$ cat src/rtl/rhd_pkg.sv
package rhd_pkg;
  localparam int unsigned RHD_CNT_W       = 29;
  localparam int unsigned RHD_ADDR_W      = 8;
  localparam int unsigned RHD_DATA_W      = 32;
  localparam int unsigned RHD_REG_ADDR    = 32'h50;
  localparam int unsigned RHD_CLR_BIT     = 31;
  localparam int unsigned RHD_SYNC_STAGES = 2;
  localparam int unsigned RHD_TICKS_1S    = 25_000_000;
endpackage

$ cat src/rtl/rhd_sync.sv
module rhd_sync #(
  parameter int unsigned STAGES  = 2,
  parameter logic        RST_VAL = 1'b1
) (
  input  logic clk_i,
  input  logic rst_ni,
  input  logic d_i,
  output logic q_o
);
  logic [STAGES-1:0] sync_q;

  generate
    if (STAGES == 1) begin : g_one
      always_ff @(posedge clk_i or negedge rst_ni) begin
        if (!rst_ni) sync_q <= {STAGES{RST_VAL}};
        else         sync_q <= d_i;
      end
    end else begin : g_chain
      always_ff @(posedge clk_i or negedge rst_ni) begin
        if (!rst_ni) sync_q <= {STAGES{RST_VAL}};
        else         sync_q <= {sync_q[STAGES-2:0], d_i};
      end
    end
  endgenerate

  assign q_o = sync_q[STAGES-1];
endmodule

$ cat src/rtl/rhd_sat_counter.sv
module rhd_sat_counter #(
  parameter int unsigned W = 29
) (
  input  logic         clk_i,
  input  logic         rst_ni,
  input  logic         inc_i,
  input  logic         clr_i,
  output logic [W-1:0] cnt_o,
  output logic         sat_o
);
  localparam logic [W-1:0] CntMax = {W{1'b1}};

  logic [W-1:0] cnt_q, cnt_d;

  assign sat_o = (cnt_q == CntMax);

  always_comb begin
    cnt_d = cnt_q;
    if (clr_i)               cnt_d = '0;   // clear beats increment
    else if (inc_i && !sat_o) cnt_d = cnt_q + W'(1);
  end

  always_ff @(posedge clk_i or negedge rst_ni) begin
    if (!rst_ni) cnt_q <= '0;
    else         cnt_q <= cnt_d;
  end

  assign cnt_o = cnt_q;
endmodule

$ cat src/rtl/rhd_regif.sv
module rhd_regif #(
  parameter int unsigned ADDR_W   = 8,
  parameter int unsigned DATA_W   = 32,
  parameter int unsigned CNT_W    = 29,
  parameter int unsigned REG_ADDR = 32'h50,
  parameter int unsigned CLR_BIT  = 31
) (
  input  logic [ADDR_W-1:0] addr_i,
  input  logic              we_i,
  input  logic [DATA_W-1:0] wdata_i,
  input  logic [CNT_W-1:0]  cnt_i,
  output logic              clr_o,
  output logic [DATA_W-1:0] rdata_o
);
  localparam int unsigned PadW = DATA_W - CNT_W;

  logic hit;
  assign hit   = (addr_i == ADDR_W'(REG_ADDR));
  assign clr_o = hit && we_i && wdata_i[CLR_BIT];

  always_comb begin
    rdata_o = '0;
    if (hit) rdata_o = {{PadW{1'b0}}, cnt_i};
  end
endmodule

$ cat src/rtl/rst_hold_meter.sv
module rst_hold_meter
  import rhd_pkg::*;
#(
  parameter int unsigned CNT_W       = RHD_CNT_W,
  parameter int unsigned ADDR_W      = RHD_ADDR_W,
  parameter int unsigned DATA_W      = RHD_DATA_W,
  parameter int unsigned REG_ADDR    = RHD_REG_ADDR,
  parameter int unsigned CLR_BIT     = RHD_CLR_BIT,
  parameter int unsigned SYNC_STAGES = RHD_SYNC_STAGES
) (
  input  logic              clk_i,
  input  logic              rst_ni,
  input  logic              sys_rst_ni,
  input  logic [ADDR_W-1:0] addr_i,
  input  logic              we_i,
  input  logic [DATA_W-1:0] wdata_i,
  output logic [DATA_W-1:0] rdata_o
);
  logic             line_sync;
  logic             meas_low;
  logic             clr_hit;
  logic             cnt_sat;
  logic [CNT_W-1:0] cnt_q;

  rhd_sync #(
    .STAGES (SYNC_STAGES),
    .RST_VAL(1'b1)
  ) u_sync (
    .clk_i (clk_i),
    .rst_ni(rst_ni),
    .d_i   (sys_rst_ni),
    .q_o   (line_sync)
  );

  assign meas_low = ~line_sync;

  rhd_sat_counter #(
    .W(CNT_W)
  ) u_cnt (
    .clk_i (clk_i),
    .rst_ni(rst_ni),
    .inc_i (meas_low),
    .clr_i (clr_hit),
    .cnt_o (cnt_q),
    .sat_o (cnt_sat)
  );

  rhd_regif #(
    .ADDR_W  (ADDR_W),
    .DATA_W  (DATA_W),
    .CNT_W   (CNT_W),
    .REG_ADDR(REG_ADDR),
    .CLR_BIT (CLR_BIT)
  ) u_regif (
    .addr_i (addr_i),
    .we_i   (we_i),
    .wdata_i(wdata_i),
    .cnt_i  (cnt_q),
    .clr_o  (clr_hit),
    .rdata_o(rdata_o)
  );
endmodule

$ cat config.mk
export PLATFORM = sky130hd
export DESIGN_NAME = rst_hold_meter
export DESIGN_NICKNAME = d
export VERILOG_FILES = /design/src/rtl/rhd_pkg.sv /design/src/rtl/rhd_sync.sv /design/src/rtl/rhd_sat_counter.sv /design/src/rtl/rhd_regif.sv /design/src/rtl/rst_hold_meter.sv
export SDC_FILE = /design/constraint.sdc
export NUM_CORES = 1
export LEC_CHECK = 0
export BUFFER_PORTS_ARGS = -buffer_cell sky130_fd_sc_hd__clkbuf_2
export CORE_MARGIN = 4
export CORE_UTILIZATION = 49
export CTS_CLUSTER_SIZE = 25
export DETAILED_ROUTE_END_ITERATION = 10
export MAX_ROUTING_LAYER = met4
export PLACE_DENSITY = 0.88
export SYNTH_ARGS = -nofsm -noshare
export SYNTH_HDL_FRONTEND = slang
export SYNTH_SLANG_ARGS = --single-unit
$ cat constraint.sdc
create_clock -name clk_i -period 2.5 [get_ports clk_i]
set_input_delay 0.375 -clock clk_i [delete_from_list [all_inputs] [get_ports clk_i]]
set_output_delay 0.375 -clock clk_i [all_outputs]
set_load 0.05 [all_outputs]
==> results.yml <==
global_routing:
  grt_start_max_net_pins: 32
  grt_overflow: 0
  grt.busiest_layer: "met2"
  groute.usage.overall_pct: 21.6
  global_route.usage.met1_pct: 24.6
  wire_length_of_the_first_global_routing_pass_um: 8400
  grt_pass1_vias: 1854
  grt_antenna_before_repair: 0
  global_route.usage.met3_pct: 5.68
  global_route.usage.met2_pct: 36.4
place:
  buffer_ports.inserted: 41
  dpl_worst_slack_ps: 377
  hpwl_um: 3640
  final_weighted_congestion_of_routability_driven_global_placement: 0.900
run_status:
  status: "finished, final reports clean"
critical_path:
  crit_path_end_kind: "register"
  timing.critical_path.max_delay_family: "compound AO/OA/AOI/OAI gates"
  critical_path_required_ps: 2710
  worstPathCellList: "ha_1 > nand3_1 > or3_1 > o31ai_1 > o21ai_0 > a21oi_1"
  crit_path_start_kind: "register"
  crit_path_max_incr_delay_ps: 530
  ws_path_type: "register to register"
  worst-r2r-cell-count: 6
  critPathSlowestCell: "sky130_fd_sc_hd__o31ai_1"
  path_depth: 6
  worst-path-max-fanout: 5
  arrival_ps: 2400
  timing.critical_path.buf_inv: 0
drt:
  avgViaCountPerCell: 6.10
  vias: 1953
  detail_route.first_pass.iterations: 4
  drt-total-wl_um: 5070
  drt-initial-drc-count: 118
  detail_route.drc_violations: 0
  drt.antenna.violating_nets: 0
  route.detailed.wl_per_inst_um: 15.8
yosys:
  netlist.area_leader.share_pct: 37.1
  avgSynthCellArea_sq_um: 8.55
  synth_async_sr_flop_share_pct: 100
  yosys.cell_count.top_type: "sky130_fd_sc_hd__and3_1"
  synth_top_area_cell: "sky130_fd_sc_hd__dfrtp_1"
  synthesis.yosys.warnings: 0
  synth-seq-area-share_pct: 39.8
  synth_register_bits: 31
  netlist_top_cells_count: "sky130_fd_sc_hd__and3_1, sky130_fd_sc_hd__dfrtp_1, sky130_fd_sc_hd__a21oi_1, sky130_fd_sc_hd__nor2_1"
  synthDistinctLibCells: 38
  postSynthCellCount: 229
  cell_area_after_synthesis_sq_mm: 0.00196
  netlist_top_cells_area: "sky130_fd_sc_hd__dfrtp_1, sky130_fd_sc_hd__and3_1, sky130_fd_sc_hd__a21oi_1, sky130_fd_sc_hd__or3_1, sky130_fd_sc_hd__o21ai_0"
  ys.flop_type: "sky130_fd_sc_hd__dfrtp_1"
  synth-edff-count: 0
timing:
  max_freq_mhz: 456
  period_needed_ps: 2190
  relSlewSlack_pct: 47.8
  final-setup-viol-count: 0
  worst_pin_slew_ps: 782
  unrepaired_setup_endpoints_after_global_routing: "no"
  slew_viol_final: 0
  final-hold-violation-count: 0
  setup_tns_ps: 0
  worst_clock_skew_ps: 1.72
  final_clock_period_utilization_by_the_worst_path_pct: 87.6
  finalWorstSetupSlack_ps: 309
cts:
  clock_insertion_delay_worst_skew_ps: 290
  cts_hold_buffers: 0
  cts.sink_count: 31
  cts_made_buffers: 5
  cts_max_path_buffers: 2
  postCtsSetupRepairBufs: 0
  htree_num_levels: 2
  cts.reportedPaths.clkPinSlew_ps: 60
  cts_tree: "done"
  cts.root.buffer_cell: "sky130_fd_sc_hd__clkbuf_8"
  post_cts_resized: 0
power_and_ir_drop:
  powerDensity_mw_per_mm2: 706
  switching_share_pct: 36.6
  leakage_nw: 1.09
  sequentialPowerShare_pct: 47.6
  total_switching_power_w: 0.000604
  p_comb_share_pct: 25.9
  clkPwrFrac_pct: 26.5
  internal_power_w: 0.00105
  ir_worst_vdd_v: 0.000437
finish:
  finish.net_count: 316
  layout-drive-gt1-share_pct: 24.6
  area_delta_synth_final_pct: 19.5
  antenna_cells_inserted: 0
die:
  floorplan.die.width_um: 71.2
  die_h_um: 71.2
  design.core.area_sq_mm: 0.00377
  initial_core_util_pct: 51.9
  io_count: 76
  floorplan.rows: 22
  die_area_sq_mm: 0.00507
flow_run:
  cap_viol_max_count: 0
hold_path:
  hp-class: "primary input to async pin"
==> logic make-up (layout without fill, tap and decap cells) <==
| family | after synthesis | count (layout) | synth area share [%] |
|---|---|---|---|
| other | 1 | 3 | 0.192 |
| DFF | 31 | 31 | 39.8 |
| xor gates and xnor gates | 7 | 7 | 3.13 |
| adders and majority gates | 1 | 1 | 0.639 |
| AOI/OAI and AO/OA | 45 | 45 | 13.7 |
| and+or+nand+nor | 125 | 125 | 38.2 |
| buffers and inverters | 19 | 60 | 4.28 |
==> per-stage QoR <==
stage          std cells  cell area (sq um)  utilization [%]  power [W]  hold slack (ps)
6_report             320               2340             62.0    0.00165              149
5_1_grt              320               2340             62.0    0.00176              152
4_1_cts              320               2340             62.0    0.00165              159
3_5_place_dp         312               2240             59.4    0.00120              351
3_3_place_gp         312               2240             59.4    0.00117              346
2_1_floorplan        231               1960                -    0.00108             79.4
==> cell type report <==
type / instances / area [sq um]
multi-input combinational: 181 / 1110
sequential: 31 / 778
fill: 338 / 1430
tap: 48 / 60.1
timing repair buffer: 48 / 270
inverter: 4 / 15.0
clock buffer: 8 / 100
==> layout by cell type (no fill, tap or decap), types with 3 or more instances in the layout <==
cell                       instances
sky130_fd_sc_hd__and3_1           34
sky130_fd_sc_hd__clkbuf_8          7
sky130_fd_sc_hd__a21oi_1          17
sky130_fd_sc_hd__conb_1            3
sky130_fd_sc_hd__inv_1             4
sky130_fd_sc_hd__dfrtp_1          29
sky130_fd_sc_hd__or3_1            13
sky130_fd_sc_hd__clkbuf_2         41
sky130_fd_sc_hd__o31ai_1           4
sky130_fd_sc_hd__nand3_1          10
sky130_fd_sc_hd__xor2_1            5
sky130_fd_sc_hd__buf_4             6
sky130_fd_sc_hd__nand4_1          10
sky130_fd_sc_hd__or4_1             5
sky130_fd_sc_hd__o21ai_0          14
sky130_fd_sc_hd__nor2_1           17
sky130_fd_sc_hd__nor3_1            4
sky130_fd_sc_hd__and4_1            5
sky130_fd_sc_hd__nand2_1          14
==> worst paths after layout <==
check / startpoint / end / slack (ps)
worst min register to register: u_sync.sync_q[0] / u_sync.sync_q[1] / 360
min in group clk_i: sys_rst_ni / u_sync.sync_q[0] / 160
worst min-delay path: rst_ni / u_cnt.cnt_o[4] / 150
worst max register to register: u_cnt.cnt_o[0] / u_cnt.cnt_o[11] / 310
worst max-delay path: u_cnt.cnt_o[0] / u_cnt.cnt_o[11] / 310
max in group asynchronous: rst_ni / u_cnt.cnt_o[12] / 1850
==> power by group through the flow <==
| stage | logic, W | clock network [W] | registers, W |
|---|---|---|---|
| floorplan | 0.000343 | 0 | 0.000740 |
| global placement | 0.000391 | 0 | 0.000781 |
| detailed placement | 0.000416 | 0 | 0.000788 |
| CTS | 0.000424 | 0.000443 | 0.000782 |
| global route | 0.000481 | 0.000471 | 0.000806 |
| finish | 0.000427 | 0.000437 | 0.000786 |
==> flip-flops by register name (all words and copies together), names as in the netlist <==
signal,flops
u_sync.sync_q,2
u_cnt.cnt_o,29
==> worst reg2reg max path, cell delays in order (launching register included) <==
cell	delay [ps]
sky130_fd_sc_hd__dfrtp_1	420
sky130_fd_sc_hd__ha_1	220
sky130_fd_sc_hd__nand3_1	160
sky130_fd_sc_hd__or3_1	440
sky130_fd_sc_hd__o31ai_1	530
sky130_fd_sc_hd__o21ai_0	180
sky130_fd_sc_hd__a21oi_1	160
==> metal layers <==
layer  vias up  wire length, um
li1        946                -
met1       941             2100
met2        60             2650
met3         6              248
met4         0               74
met5         -                0
(Power assumes the default switching activity.)
